`config.mk`:
```
export PLATFORM = sky130hd
export DESIGN_NAME = gpio_bank
export DESIGN_NICKNAME = d
export VERILOG_FILES = /design/src/rtl/pio_pkg.sv /design/src/rtl/pio_setclr_reg.sv /design/src/rtl/pio_in_lane.sv /design/src/rtl/pio_chg_status.sv /design/src/rtl/gpio_bank.sv
export SDC_FILE = /design/constraint.sdc
export NUM_CORES = 1
export LEC_CHECK = 0
export ABC_AREA = 1
export BUFFER_PORTS_ARGS = -buffer_cell sky130_fd_sc_hd__buf_2
export CELL_PAD_IN_SITES_DETAIL_PLACEMENT = 1
export CELL_PAD_IN_SITES_GLOBAL_PLACEMENT = 1
export CORE_MARGIN = 4
export CORE_UTILIZATION = 39
export DETAILED_ROUTE_END_ITERATION = 10
export GPL_TIMING_DRIVEN = 0
export PLACE_DENSITY = 0.85
export SYNTH_ARGS = -nofsm -noshare
export SYNTH_HDL_FRONTEND = slang
export SYNTH_SLANG_ARGS = --single-unit
```
`constraint.sdc`:
```
create_clock -name clk -period 1.2 [get_ports clk]
set_clock_uncertainty 0.1 [all_clocks]
set_input_delay 0.06 -clock clk [delete_from_list [all_inputs] [get_ports clk]]
set_output_delay 0.06 -clock clk [all_outputs]
set_load 0.005 [all_outputs]
```
`src/rtl/pio_pkg.sv`:
```
package pio_pkg;

    typedef enum logic [1:0] {
        OP_SET  = 2'd0,
        OP_CLR  = 2'd1,
        OP_READ = 2'd2,
        OP_NONE = 2'd3
    } pio_op_e;

    typedef enum logic [2:0] {
        GRP_OWN   = 3'd0,
        GRP_DIR   = 3'd1,
        GRP_DOUT  = 3'd2,
        GRP_FILT  = 3'd3,
        GRP_IRQEN = 3'd4,
        GRP_STAT  = 3'd5,
        GRP_R6    = 3'd6,
        GRP_R7    = 3'd7
    } pio_grp_e;

    localparam int NUM_CFG_GRP = 5;
    localparam int ADDR_W      = 5;

    // operation codes inside the status group
    localparam logic [1:0] STAT_LEVEL = 2'd0;
    localparam logic [1:0] STAT_CHG   = 2'd1;

    typedef struct packed {
        logic     wr;
        logic     rd;
        pio_grp_e grp;
        pio_op_e  op;
    } pio_req_t;

    function automatic pio_req_t pio_decode(input logic wr, input logic rd,
                                            input logic [ADDR_W-1:0] addr);
        pio_req_t r;
        r.wr  = wr;
        r.rd  = rd;
        r.grp = pio_grp_e'(addr[4:2]);
        r.op  = pio_op_e'(addr[1:0]);
        return r;
    endfunction

    function automatic logic is_cfg_grp(input pio_grp_e g);
        return (int'(g) < NUM_CFG_GRP);
    endfunction

endpackage

```
`src/rtl/pio_setclr_reg.sv`:
```
module pio_setclr_reg #(
    parameter int          W       = 12,
    parameter logic [W-1:0] RST_VAL = '0
) (
    input  logic         clk,
    input  logic         rst,
    input  logic         set_stb,
    input  logic         clr_stb,
    input  logic [W-1:0] wdata,
    output logic [W-1:0] q
);
    logic [W-1:0] set_m, clr_m;

    always_comb begin
        set_m = set_stb ? wdata : '0;
        clr_m = clr_stb ? wdata : '0;
    end

    always_ff @(posedge clk) begin
        if (rst) q <= RST_VAL;
        else     q <= (q | set_m) & ~clr_m;
    end

    AST_SET_TAKES: assert property (@(posedge clk) disable iff (rst)
        set_stb |=> ((q & $past(wdata)) == $past(wdata)));
    AST_CLR_TAKES: assert property (@(posedge clk) disable iff (rst)
        clr_stb |=> ((q & $past(wdata)) == '0));
    AST_HOLD_IDLE: assert property (@(posedge clk) disable iff (rst)
        (!set_stb && !clr_stb) |=> $stable(q));

endmodule

```
`src/rtl/pio_in_lane.sv`:
```
module pio_in_lane (
    input  logic clk,
    input  logic rst,
    input  logic pad_i,
    input  logic filt_en,
    output logic lvl_o
);
    logic s1, s2, s3;

    always_ff @(posedge clk) begin
        if (rst) begin
            s1    <= 1'b0;
            s2    <= 1'b0;
            s3    <= 1'b0;
            lvl_o <= 1'b0;
        end else begin
            s1 <= pad_i;
            s2 <= s1;
            s3 <= s2;
            if (!filt_en)       lvl_o <= s2;
            else if (s2 == s3)  lvl_o <= s2;
        end
    end

    AST_FILT_NEEDS_STABLE: assert property (@(posedge clk) disable iff (rst)
        (filt_en && (s2 != s3)) |=> (lvl_o == $past(lvl_o)));
    AST_BYPASS_FOLLOWS: assert property (@(posedge clk) disable iff (rst)
        !filt_en |=> (lvl_o == $past(s2)));

endmodule

```
`src/rtl/pio_chg_status.sv`:
```
module pio_chg_status #(
    parameter int W = 12
) (
    input  logic         clk,
    input  logic         rst,
    input  logic [W-1:0] lvl,
    input  logic         clr_stb,
    output logic [W-1:0] status
);
    logic [W-1:0] lvl_prev;
    logic [W-1:0] chg;

    always_comb chg = lvl ^ lvl_prev;

    always_ff @(posedge clk) begin
        if (rst) begin
            lvl_prev <= '0;
            status   <= '0;
        end else begin
            lvl_prev <= lvl;
            status   <= (clr_stb ? '0 : status) | chg;
        end
    end

    AST_STICKY: assert property (@(posedge clk) disable iff (rst)
        !clr_stb |=> ((status & $past(status)) == $past(status)));
    AST_CLR_ON_READ: assert property (@(posedge clk) disable iff (rst)
        (clr_stb && (lvl == lvl_prev)) |=> (status == '0));
    AST_EDGE_SETS: assert property (@(posedge clk) disable iff (rst)
        (lvl != lvl_prev) |=> ((status & $past(lvl ^ lvl_prev)) == $past(lvl ^ lvl_prev)));

endmodule

```
`src/rtl/gpio_bank.sv`:
```
module gpio_bank
    import pio_pkg::*;
#(
    parameter int NPINS = 12
) (
    input  logic              clk,
    input  logic              rst,
    input  logic              bus_wr,
    input  logic              bus_rd,
    input  logic [4:0]        bus_addr,
    input  logic [NPINS-1:0]  bus_wdata,
    output logic [NPINS-1:0]  bus_rdata,
    input  logic [NPINS-1:0]  pad_in,
    output logic [NPINS-1:0]  pad_out,
    output logic [NPINS-1:0]  pad_oe,
    input  logic [NPINS-1:0]  periph_out,
    input  logic [NPINS-1:0]  periph_oe,
    output logic [NPINS-1:0]  periph_in,
    output logic              irq
);
    localparam logic [NPINS-1:0] ALL_ONES = '1;

    pio_req_t         req;
    logic [NPINS-1:0] cfg [NUM_CFG_GRP];
    logic [NPINS-1:0] level;
    logic [NPINS-1:0] status;
    logic             chg_clr;

    always_comb req = pio_decode(bus_wr, bus_rd, bus_addr);

    // one set/clear register per setting group
    for (genvar g = 0; g < NUM_CFG_GRP; g++) begin : g_cfg
        localparam logic [NPINS-1:0] RV = (g == int'(GRP_OWN)) ? ALL_ONES : '0;
        logic hit;
        always_comb hit = req.wr && (int'(req.grp) == g);
        pio_setclr_reg #(.W(NPINS), .RST_VAL(RV)) u_reg (
            .clk     (clk),
            .rst     (rst),
            .set_stb (hit && (req.op == OP_SET)),
            .clr_stb (hit && (req.op == OP_CLR)),
            .wdata   (bus_wdata),
            .q       (cfg[g])
        );
    end

    // input conditioning, one lane per pin
    for (genvar i = 0; i < NPINS; i++) begin : g_lane
        pio_in_lane u_lane (
            .clk     (clk),
            .rst     (rst),
            .pad_i   (pad_in[i]),
            .filt_en (cfg[GRP_FILT][i]),
            .lvl_o   (level[i])
        );
    end

    always_comb chg_clr = req.rd && (req.grp == GRP_STAT) && (req.op == STAT_CHG);

    pio_chg_status #(.W(NPINS)) u_chg (
        .clk     (clk),
        .rst     (rst),
        .lvl     (level),
        .clr_stb (chg_clr),
        .status  (status)
    );

    // pad ownership mux
    always_comb begin
        for (int i = 0; i < NPINS; i++) begin
            if (cfg[GRP_OWN][i]) begin
                pad_oe[i]  = cfg[GRP_DIR][i];
                pad_out[i] = cfg[GRP_DOUT][i];
            end else begin
                pad_oe[i]  = periph_oe[i];
                pad_out[i] = periph_out[i];
            end
        end
    end

    always_comb periph_in = level;
    always_comb irq = |(status & cfg[GRP_IRQEN]);

    // read mux
    always_comb begin
        bus_rdata = '0;
        if (is_cfg_grp(req.grp)) begin
            if (req.op == OP_READ) bus_rdata = cfg[req.grp];
        end else if (req.grp == GRP_STAT) begin
            if (req.op == STAT_LEVEL)    bus_rdata = level;
            else if (req.op == STAT_CHG) bus_rdata = status;
        end
    end

    AST_IRQ_NEEDS_PENDING: assert property (@(posedge clk) disable iff (rst)
        $rose(irq) |-> (status != '0));
    AST_NO_IRQ_AFTER_CLEAR: assert property (@(posedge clk) disable iff (rst)
        (chg_clr && !$changed(level) && !$changed(status)) |=> !$rose(irq));

endmodule

```
==> results.md <==
- Max Cap Violations: 0
- Yosys cell types: 25
- Hold_sp: bus_addr[3]
- Crit path capture type: output pin
- Pwr per Cell Area: 1230 mW/mm²
- Initial antenna violation count: 0
- Final instance area: 0.00856 mm²
- Die area: 0.0180 mm²
- Share of layout cells above drive strength 1: 32.0%
- TritonCTS Buffers: 17
- Routed wire length per instance: 17.3 µm
- Leakage: 4.26 nW
- Final Hold Viols: 0
- Max IR drop VDD: 1.39 mV
- Worst R2R Path Depth: 8
- Grt ovf: 0
- Worst Hold Path EP: u_chg.status[11]
- Drt drc: 0
- Core area: 0.0154 mm²
- DRT antenna net count: 0
- Fmax: 0.566 GHz
- RR Endpoint: g_cfg[0].u_reg.q[9]
- Number of port buffers: 90
- Avg Vias per Cell: 5.10
- Sequential fraction of the synthesis area: 42.5%
- Die W: 134 µm
- Vias in the first global route: 7207
- Worst R2R Setup Slack: -0.13 ns
- Hold Path Stages: 5
- Rows: 45
- Slew @ Worst Pin: 0.671 ns
- ANT cells: 0
- Die Y: 134 µm
- Clk buf depth: 2
- Worst slew margin: 55.3%
- Clock sinks: 132
- CTS tree: yes
- Area delta synth->final: 37.7%
- DR pass1 iterations: 7
- Placed cell areas: 0.00693 mm²
- Gp weighted congestion: 0.799
- Largest net degree at the start of global routing: 17
- Period minus WS final: 1.77 ns
- Starting Density: 40.3%
- RSZ-0062 raised after global routing: true
- Mapped Area: 0.00622 mm²
- Final Non-Filler Cells: 1369
- Warnings, synthesis: 0
- I/O pin cnt: 106
- Status: finished, violations left
- Vias post-DR: 6988
- Area share of the largest cell type after synthesis: 42.5%
- Setup WS post-layout: -0.567 ns
- Crit share post-route: 147%
- Dpl cells: 1260
- First-pass GRT wire length: 35.8 mm
- Type of origin of the critical path: register
- Failing checks: negative setup slack
- Worst hold slack: 0.00395 ns
- Reg-to-reg startpoint: g_cfg[0].u_reg.q[9]
- GRT Overall Usage: 25.0%
- Hold WC Path Type: input port to register
- Cell taking the most area after synthesis: dfxtp_1
- H-tree levels: 4
- Skew-Pair Late Insertion Delay: 0.42 ns
- Net Count, Synth: 1016
- Post-DP HPWL: 14.7 mm
- Max-slew violations: 0
- Avg Synthesized Cell Area: 6.48 µm²
- Initial DRC count: 408
- Final net count: 1203
- Synthesized instance count: 959
- Setup CP Type: register to output pin
- Wirelength, routed: 23.7 mm
- Critical Path RT: 1.04 ns
- Synth Register Bits: 132
- # setup viols final: 38
- Pre-CTS setup slack: -0.317 ns
- Clock Pin Slew Worst Setup and Hold Paths: 0.06 ns
- Crit path max fanout: 2
- Utilization after layout: 55.5%
- Crit path DAT: 1.61 ns
- CTS root buf: clkbuf_16
- Top post-synthesis cells by area: dfxtp_1, nand2_1, inv_1
placed cells by master (no fill, tap or decap), types with 14 or more instances in the layout:
cell           instances
dlygate4sd3_1         23
nor2_1                87
nand2_2               59
clkbuf_16             17
inv_1                 87
o21ai_1               21
nand3_1               14
dfxtp_2               56
nand2_1              332
a21oi_1               72
dfxtp_1               70
buf_4                 56
buf_6                 27
clkbuf_1              19
buf_2                102
per-layer routing:
layer,wire length [µm],track usage (%),vias up
met5,0,0,-
met4,752,8.31,0
met2,12000,45.1,237
met1,9780,29.6,3387
met3,1180,5.21,65
li1,-,-,3299
cells by family (layout without fill, tap and decap cells):
| family | Yosys count | count (layout) | share of synthesized area (%) |
|---|---|---|---|
| compound gates | 126 | 126 | 10.7 |
| xor+xnor | 12 | 12 | 1.69 |
| flops | 132 | 132 | 42.5 |
| buf+inv | 170 | 369 | 12.0 |
| simple gates | 519 | 519 | 33.1 |
synth_stat cells:
cell and count:
xnor2_1 12, nor3_4 2, nand2_2 2, buf_1 7
nor2_2 5, buf_2 18, buf_4 18, o21ai_1 21
nor2_4 2, a22o_1 6, a21oi_1 72, nand2_1 389
inv_2 6, clkinv_1 1, dfxtp_1 132, nor3_1 12
nand3_1 15, buf_6 2, clkbuf_1 19, nor2_1 89
o21ai_0 15, o22ai_1 12, inv_1 99, nand3_2 2
nor3_2 1
area by class of cell:
| cell class | instances | area (µm²) |
|---|---|---|
| multi-input cells | 657 | 3000 |
| inverters | 106 | 435 |
| flip-flops and latches | 132 | 2740 |
| fillers | 2077 | 6860 |
| clock inverters | 9 | 105 |
| well taps | 211 | 264 |
| clock buffers | 22 | 464 |
| repair buffers | 171 | 1230 |
| plain buffers | 61 | 334 |
where the power goes:
part	leakage (nW)	switching (mW)	total [mW]	internal, mW
Sequential	1.09	0.0357	4.48	4.45
Clock	0.280	2.02	5.17	3.15
Combinational	2.89	0.574	0.871	0.298
state kept, by name (all words and copies together), names as in the netlist:
name and cells:
g_lane.u_lane.s1 12, u_chg.lvl_prev 12, g_lane.u_lane.s2 12, g_cfg.u_reg.q 60, g_lane.u_lane.lvl_o 12, u_chg.status 12
g_lane.u_lane.s3 12
stage by stage:
stage	total power [mW]	setup TNS [ns]
2_1_floorplan	5.02	0
4_1_cts	10.4	-6.25
5_1_grt	10.8	-10.59
6_report	10.5	-8.10
3_5_place_dp	5.30	-18.38
3_3_place_gp	5.28	-15.30
how the worst max path moves through the flow:
| stage | from | to | slack (ns) | depth (start not counted) |
|---|---|---|---|---|
| floorplan | bus_addr[3] | g_cfg[4].u_reg.q[10] | 0.13 | 8 |
| global placement | bus_addr[1] | bus_rdata[3] | -0.26 | 10 |
| detailed placement | bus_addr[1] | bus_rdata[8] | -0.32 | 10 |
| CTS | g_cfg[1].u_reg.q[2] | bus_rdata[2] | -0.43 | 9 |
| global route | g_cfg[1].u_reg.q[8] | bus_rdata[8] | -0.64 | 9 |
| finish | g_cfg[0].u_reg.q[8] | bus_rdata[8] | -0.57 | 9 |
critical path: stages (launching register included):
cell     delay [ns]
dfxtp_2        0.35
nand2_1        0.09
nand2_1        0.14
nand2_1        0.08
nand2_1        0.12
nand2_1        0.07
nand2_1        0.07
nand2_1        0.05
nand2_2        0.10
buf_2          0.11
what timing repair did:
| item | in CTS | in global routing |
|---|---|---|
| hold buffers | 24 | 0 |
| pin swaps | 32 | 45 |
| resized for setup | 96 | 96 |
| hold endpoints to repair | 37 | 0 |
| endpoints found under the setup margin | 39 | 59 |
| buffers inserted | 49 | 18 |
Note: power is estimated with default switching activity, not from simulation.
